$ cat config.mk
export PLATFORM = sky130hd
export DESIGN_NAME = uart_tx_path
export DESIGN_NICKNAME = d
export VERILOG_FILES = /design/src/rtl/uart_tx_pkg.sv /design/src/rtl/uart_tx_bitclk.sv /design/src/rtl/uart_tx_serializer.sv /design/src/rtl/uart_tx_pinmux.sv /design/src/rtl/uart_tx_path.sv
export SDC_FILE = /design/constraint.sdc
export NUM_CORES = 1
export LEC_CHECK = 0
export ABC_AREA = 1
export CAP_MARGIN = 10
export CORE_MARGIN = 8
export CORE_UTILIZATION = 46
export DETAILED_ROUTE_END_ITERATION = 12
export GPL_ROUTABILITY_DRIVEN = 0
export PLACE_DENSITY = 0.76
export SLEW_MARGIN = 20
export SYNTH_ARGS = -nofsm -noshare
export SYNTH_HDL_FRONTEND = slang
export SYNTH_SLANG_ARGS = --single-unit
$ cat constraint.sdc
create_clock -name clk -period 1.5 [get_ports clk]
set_input_delay 0.45 -clock clk [delete_from_list [all_inputs] [get_ports clk]]
set_output_delay 0.45 -clock clk [all_outputs]
set_load 0.02 [all_outputs]
$ cat src/rtl/uart_tx_pkg.sv
package uart_tx_pkg;

    typedef enum logic [2:0] {
        ST_IDLE   = 3'd0,
        ST_START  = 3'd1,
        ST_DATA   = 3'd2,
        ST_PARITY = 3'd3,
        ST_STOP   = 3'd4
    } ser_state_e;

    typedef enum logic [1:0] {
        SEL_SER  = 2'd0,
        SEL_HIGH = 2'd1,
        SEL_RX   = 2'd2,
        SEL_OVRD = 2'd3
    } pin_sel_e;

endpackage

$ cat src/rtl/uart_tx_bitclk.sv
module uart_tx_bitclk #(
    parameter int OSR = 16
) (
    input  logic clk,
    input  logic rst_n,
    input  logic tick,
    input  logic restart,
    output logic bit_done
);
    localparam int CNT_W = (OSR > 1) ? $clog2(OSR) : 1;
    localparam logic [CNT_W-1:0] LAST = CNT_W'(OSR - 1);

    typedef struct packed {
        logic [CNT_W-1:0] cnt;
    } bc_t;

    bc_t cur_q, nxt_d;

    always_comb begin
        nxt_d    = cur_q;
        bit_done = 1'b0;
        if (restart) begin
            nxt_d.cnt = '0;
        end else if (tick) begin
            if (cur_q.cnt == LAST) begin
                nxt_d.cnt = '0;
                bit_done  = 1'b1;
            end else begin
                nxt_d.cnt = cur_q.cnt + 1'b1;
            end
        end
    end

    always_ff @(posedge clk or negedge rst_n) begin
        if (!rst_n) cur_q <= '0;
        else        cur_q <= nxt_d;
    end

    // a bit boundary is followed by at least one non-boundary cycle
    assert_bit_spacing_R4: assert property (@(posedge clk) disable iff (!rst_n)
        bit_done |=> !bit_done);

    // the count moves only on a tick or a restart
    assert_count_hold_R4: assert property (@(posedge clk) disable iff (!rst_n)
        (!tick && !restart) |=> $stable(cur_q.cnt));

endmodule

$ cat src/rtl/uart_tx_serializer.sv
module uart_tx_serializer
    import uart_tx_pkg::*;
#(
    parameter int DATA_W = 8
) (
    input  logic              clk,
    input  logic              rst_n,
    input  logic              tx_en,
    input  logic              parity_en,
    input  logic              parity_odd,
    input  logic              fifo_empty,
    input  logic [DATA_W-1:0] fifo_data,
    input  logic              bit_done,
    output logic              fifo_pop,
    output logic              restart,
    output logic              ser_line,
    output logic              tx_empty,
    output logic              tx_idle
);
    localparam int IDX_W = (DATA_W > 1) ? $clog2(DATA_W) : 1;
    localparam logic [IDX_W-1:0] LAST_IDX = IDX_W'(DATA_W - 1);

    typedef struct packed {
        ser_state_e        state;
        logic [DATA_W-1:0] shreg;
        logic [IDX_W-1:0]  idx;
        logic              par_bit;
        logic              par_on;
        logic              empty;
        logic              idle;
    } ser_t;

    localparam ser_t RESET_VAL = '{
        state:   ST_IDLE,
        shreg:   '0,
        idx:     '0,
        par_bit: 1'b0,
        par_on:  1'b0,
        empty:   1'b1,
        idle:    1'b1
    };

    ser_t cur_q, nxt_d;

    always_comb begin
        nxt_d    = cur_q;
        fifo_pop = 1'b0;
        restart  = 1'b0;
        unique case (cur_q.state)
            ST_IDLE: begin
                if (tx_en && !fifo_empty) begin
                    fifo_pop      = 1'b1;
                    restart       = 1'b1;
                    nxt_d.state   = ST_START;
                    nxt_d.shreg   = fifo_data;
                    nxt_d.idx     = '0;
                    nxt_d.par_bit = (^fifo_data) ^ parity_odd;
                    nxt_d.par_on  = parity_en;
                end
            end
            ST_START: begin
                if (bit_done) nxt_d.state = ST_DATA;
            end
            ST_DATA: begin
                if (bit_done) begin
                    nxt_d.shreg = cur_q.shreg >> 1;
                    if (cur_q.idx == LAST_IDX) begin
                        nxt_d.state = cur_q.par_on ? ST_PARITY : ST_STOP;
                    end else begin
                        nxt_d.idx = cur_q.idx + 1'b1;
                    end
                end
            end
            ST_PARITY: begin
                if (bit_done) nxt_d.state = ST_STOP;
            end
            ST_STOP: begin
                if (bit_done) nxt_d.state = ST_IDLE;
            end
            default: nxt_d.state = ST_IDLE;
        endcase
        nxt_d.empty = fifo_empty;
        nxt_d.idle  = (nxt_d.state == ST_IDLE) && fifo_empty;
    end

    always_ff @(posedge clk or negedge rst_n) begin
        if (!rst_n) cur_q <= RESET_VAL;
        else        cur_q <= nxt_d;
    end

    always_comb begin
        unique case (cur_q.state)
            ST_START:  ser_line = 1'b0;
            ST_DATA:   ser_line = cur_q.shreg[0];
            ST_PARITY: ser_line = cur_q.par_bit;
            default:   ser_line = 1'b1;
        endcase
    end

    assign tx_empty = cur_q.empty;
    assign tx_idle  = cur_q.idle;

    // a pop is a single-cycle pulse
    assert_pop_single_R5: assert property (@(posedge clk) disable iff (!rst_n)
        fifo_pop |=> !fifo_pop);

    // a pop is never issued against an empty store
    assert_pop_has_data_R5: assert property (@(posedge clk) disable iff (!rst_n)
        fifo_pop |-> !fifo_empty);

    // a disabled transmitter takes nothing
    assert_no_pop_disabled_R6: assert property (@(posedge clk) disable iff (!rst_n)
        !tx_en |-> !fifo_pop);

    // the idle flag implies a quiet, high line
    assert_idle_line_high_R11: assert property (@(posedge clk) disable iff (!rst_n)
        tx_idle |-> ser_line);

    // the empty flag follows the store one cycle late
    assert_empty_follow_R10: assert property (@(posedge clk) disable iff (!rst_n)
        1'b1 |=> tx_empty == $past(fifo_empty));

endmodule

$ cat src/rtl/uart_tx_pinmux.sv
module uart_tx_pinmux
    import uart_tx_pkg::*;
(
    input  logic clk,
    input  logic rst_n,
    input  logic ovrd_en,
    input  logic ovrd_val,
    input  logic line_lpbk,
    input  logic sys_lpbk,
    input  logic rx_pin,
    input  logic ser_line,
    output logic tx_pin
);
    typedef struct packed {
        logic pin;
    } mux_t;

    mux_t     cur_q, nxt_d;
    pin_sel_e sel;

    always_comb begin
        if (ovrd_en)        sel = SEL_OVRD;
        else if (line_lpbk) sel = SEL_RX;
        else if (sys_lpbk)  sel = SEL_HIGH;
        else                sel = SEL_SER;

        nxt_d = cur_q;
        unique case (sel)
            SEL_OVRD: nxt_d.pin = ovrd_val;
            SEL_RX:   nxt_d.pin = rx_pin;
            SEL_HIGH: nxt_d.pin = 1'b1;
            default:  nxt_d.pin = ser_line;
        endcase
    end

    always_ff @(posedge clk or negedge rst_n) begin
        if (!rst_n) cur_q <= '{pin: 1'b1};
        else        cur_q <= nxt_d;
    end

    assign tx_pin = cur_q.pin;

    // override wins and lands one cycle later
    assert_override_R7: assert property (@(posedge clk) disable iff (!rst_n)
        ovrd_en |=> tx_pin == $past(ovrd_val));

    // line loopback forwards the receive level
    assert_line_loop_R8: assert property (@(posedge clk) disable iff (!rst_n)
        (!ovrd_en && line_lpbk) |=> tx_pin == $past(rx_pin));

    // system loopback parks the pin high
    assert_sys_loop_high_R9: assert property (@(posedge clk) disable iff (!rst_n)
        (!ovrd_en && !line_lpbk && sys_lpbk) |=> tx_pin);

    // in normal mode the pin follows the serializer
    assert_normal_path_R2: assert property (@(posedge clk) disable iff (!rst_n)
        (!ovrd_en && !line_lpbk && !sys_lpbk) |=> tx_pin == $past(ser_line));

endmodule

$ cat src/rtl/uart_tx_path.sv
module uart_tx_path #(
    parameter int DATA_W = 8,
    parameter int OSR    = 16
) (
    input  logic              clk,
    input  logic              rst_n,
    input  logic              tick,
    input  logic              tx_en,
    input  logic              parity_en,
    input  logic              parity_odd,
    input  logic              ovrd_en,
    input  logic              ovrd_val,
    input  logic              line_lpbk,
    input  logic              sys_lpbk,
    input  logic              rx_pin,
    input  logic              fifo_empty,
    input  logic [DATA_W-1:0] fifo_data,
    output logic              fifo_pop,
    output logic              tx_pin,
    output logic              ser_bit,
    output logic              tx_empty,
    output logic              tx_idle
);
    logic bit_done;
    logic restart;
    logic ser_line;

    uart_tx_bitclk #(.OSR(OSR)) u_bitclk (
        .clk      (clk),
        .rst_n    (rst_n),
        .tick     (tick),
        .restart  (restart),
        .bit_done (bit_done)
    );

    uart_tx_serializer #(.DATA_W(DATA_W)) u_ser (
        .clk        (clk),
        .rst_n      (rst_n),
        .tx_en      (tx_en),
        .parity_en  (parity_en),
        .parity_odd (parity_odd),
        .fifo_empty (fifo_empty),
        .fifo_data  (fifo_data),
        .bit_done   (bit_done),
        .fifo_pop   (fifo_pop),
        .restart    (restart),
        .ser_line   (ser_line),
        .tx_empty   (tx_empty),
        .tx_idle    (tx_idle)
    );

    uart_tx_pinmux u_pinmux (
        .clk       (clk),
        .rst_n     (rst_n),
        .ovrd_en   (ovrd_en),
        .ovrd_val  (ovrd_val),
        .line_lpbk (line_lpbk),
        .sys_lpbk  (sys_lpbk),
        .rx_pin    (rx_pin),
        .ser_line  (ser_line),
        .tx_pin    (tx_pin)
    );

    assign ser_bit = ser_line;

endmodule

==> impl_metrics.json <==
{
  "cp-start-kind": "flip-flop",
  "period_minus_slack_ns": 1.72,
  "grt_pass1_vias": 1296,
  "fin_cells": 286,
  "drive_above_1_share_pct": 36.4,
  "highest-signal-layer": "met4",
  "cts_tree": "yes",
  "areaGrowthSynthToFinish_pct": 55.4,
  "yosys.area_share.simple_pct": 35.5,
  "mappedNetlistArea_um2": 1380,
  "synth_compound_area_share_pct": 10.1,
  "power.density_nw_per_um2": 884,
  "maxCapViolCount": 0,
  "cpMaxStageDelayCell": "dfrtp_1",
  "tritoncts.num_buffers": 3,
  "final_cell_mix": "nand2_1 (67), buf_4 (33), inv_1 (21)",
  "worst-path-stages": 4,
  "critPathMaxFanout": 2,
  "first_pass_iters": 4,
  "synthMuxAreaShare_pct": 0,
  "hold_viol_final": 0,
  "antenna_found_initial": 0,
  "overflow": 0,
  "port_buffers": 24,
  "worst_r2r_path_depth": 8,
  "rows": 20,
  "grt_max_degree": 16,
  "avgSynthCellArea_um2": 7.19,
  "synth_fp_nets": 215,
  "htreeDepth": 1,
  "setup_violations": 13,
  "critPathBufInv": 2,
  "finalWorstSetupSlack_ns": -0.216,
  "fin_setup_tns_ns": -0.626,
  "yosys_warnings": 0,
  "max_clock_freq_mhz": 583,
  "synth_top_family_by_area": "simple AND/OR/NAND/NOR gates",
  "clkTransAtPathRegs_ns": 0.13,
  "clock_skew_ns": 0.00565,
  "utilization_pct": 72.6,
  "worst_pin_slew_ns": 0.219,
  "hp-class": "in2reg",
  "diodes": 0,
  "place_worst_setup_slack_ns": -0.712,
  "ys_types": 27,
  "placed_cells": 270,
  "track_usage_pct": 13.4,
  "cpLargestDelayFamily": "flip-flops",
  "startpoint": "u_ser.cur_q[17]",
  "hpwl_mm": 2.40,
  "netlist_instances": 192,
  "ir_drop_uv": 539,
  "layout_commonest_cell": "nand2_1",
  "drtIter0Drc": 77,
  "crit_chain": "buf_4 > nor2_2 > nand3_2 > buf_6",
  "seq_area_frac_synth_pct": 42.0,
  "r2r_setup_slack_ns": -0.03,
  "vias": 1411,
  "critPathRequiredTime_ns": 1.05,
  "final_nets": 277,
  "crit_arrival_ns": 1.27,
  "wirelength_mm": 3.52,
  "outcome": "finished, violations left",
  "die_w_um": 70.8,
  "die_area_um2": 5010,
  "detail-route-antenna-nets": 0,
  "start_util_pct": 46.7,
  "maxSlewHeadroom_pct": 85.4,
  "wl_met1_mm": 1.50,
  "final.period_utilization_pct": 114,
  "clkLatencyLatePin_ns": 0.31,
  "timing.rr.end": "u_ser.cur_q[11]",
  "critical_path_class": "reg2out",
  "cts-root-buf": "clkbuf_4",
  "io_pins": 25,
  "drv_slew": 0,
  "routedWlPerCell_um": 12.3,
  "core-area_um2": 2950,
  "fill_cells": 244,
  "endpoint": "ser_bit",
  "die_h_um": 70.8,
  "reg2reg_from": "u_bitclk.cur_q[1]",
  "synthAdderAreaFrac_pct": 2.72,
  "synth_xor_area_share_pct": 1.27,
  "synth.ff_latch_count": 23,
  "cts.hold.buffers_added": 0,
  "vias_per_cell": 4.93,
  "cp-end-kind": "primary output",
  "rsz0062_at_grt": "yes",
  "violations": "setup timing",
  "wl_met3_um": 145,
  "clock-sinks": 23,
  "wl_met2_mm": 1.82,
  "clock_path_buffers": 2,
  "grt_pass1_wl_mm": 5.63,
  "drcViolationCount": 0,
  "leakage_nw": 1.06,
  "cpPeakStageDelay_ns": 0.40
}
kinds of logic (layout without fill, tap and decap cells):
family	count (synthesis)	after routing
buffers and inverters	29	90
xor gates and xnor gates	2	2
adders and majority gates	3	3
DFF	23	23
and+or+nand+nor	115	115
AOI/OAI and AO/OA	20	20
synth_stat cells (all sizes together):
master,number,area [um^2]
o31ai,1,7.51
a211oi,1,7.51
a21oi,6,33.8
a31oi,7,50.1
xor2,2,17.5
ha,3,37.5
dfrtp,20,500
clkbuf,1,3.75
nor2,23,106
buf,1,11.3
nand2,75,294
dfstp,3,78.8
or2,1,6.26
o21ai,5,40.0
inv,27,101
nand3,11,55.1
nor3,2,10.0
nand4,3,18.8
stage by stage:
step,area [um^2],hold slack (ns),total power [mW]
after floorplan,1380,0.154,1.16
after global placement,1830,0.476,1.39
after detailed placement,1830,0.488,1.41
after CTS,2030,0.421,1.78
after global routing,2140,0.408,2.01
final,2140,0.419,1.90
worst min path at each step:
stage              startpoint           endpoint  slack (ns)  cells past startpoint
2_1_floorplan           rst_n  u_bitclk.cur_q[0]        0.15                      0
4_1_cts                 rst_n  u_bitclk.cur_q[2]        0.42                      2
6_report           fifo_empty     u_ser.tx_empty        0.42                      2
5_1_grt            fifo_empty     u_ser.tx_empty        0.41                      2
3_5_place_dp   u_ser.cur_q[3]     u_ser.cur_q[3]        0.49                      2
3_3_place_gp   u_ser.cur_q[6]     u_ser.cur_q[6]        0.48                      2
area by class of cell:
cell class / count / area (um^2) / area share [%]
sequential: 23 / 582 / 27.1
multi-input combinational: 140 / 880 / 41.0
tap: 33 / 41.3 / 1.93
timing repair buffer: 59 / 514 / 24.0
clock buffer: 4 / 26.3 / 1.23
inverter: 27 / 101 / 4.73
layer usage:
layer / up-vias / GRT usage, %
li1: 727 / -
met1: 651 / 15.4
met2: 27 / 24.1
met3: 6 / 2.82
met4: 0 / 4.16
met5: - / 0
flip-flops by register name, summed over array words and instances (netlist names):
| name | flops |
|---|---|
| u_pinmux.tx_pin | 1 |
| u_bitclk.cur_q | 4 |
| u_ser.tx_empty | 1 |
| u_ser.tx_idle | 1 |
| u_ser.cur_q | 16 |
what timing repair did:
item	in CTS	in global routing
setup endpoints to repair	17	18
gates resized for setup	52	33
pin swaps	10	11
cloned	1	0
buffers inserted	9	3
power breakdown:
part / switching (mW) / internal (mW) / leakage [nW]
Sequential: 0.144 / 0.759 / 0.275
Clock: 0.187 / 0.104 / 0.0150
Combinational: 0.337 / 0.365 / 0.770
Total: 0.668 / 1.23 / 1.06
Note: power is estimated with default switching activity, not from simulation.
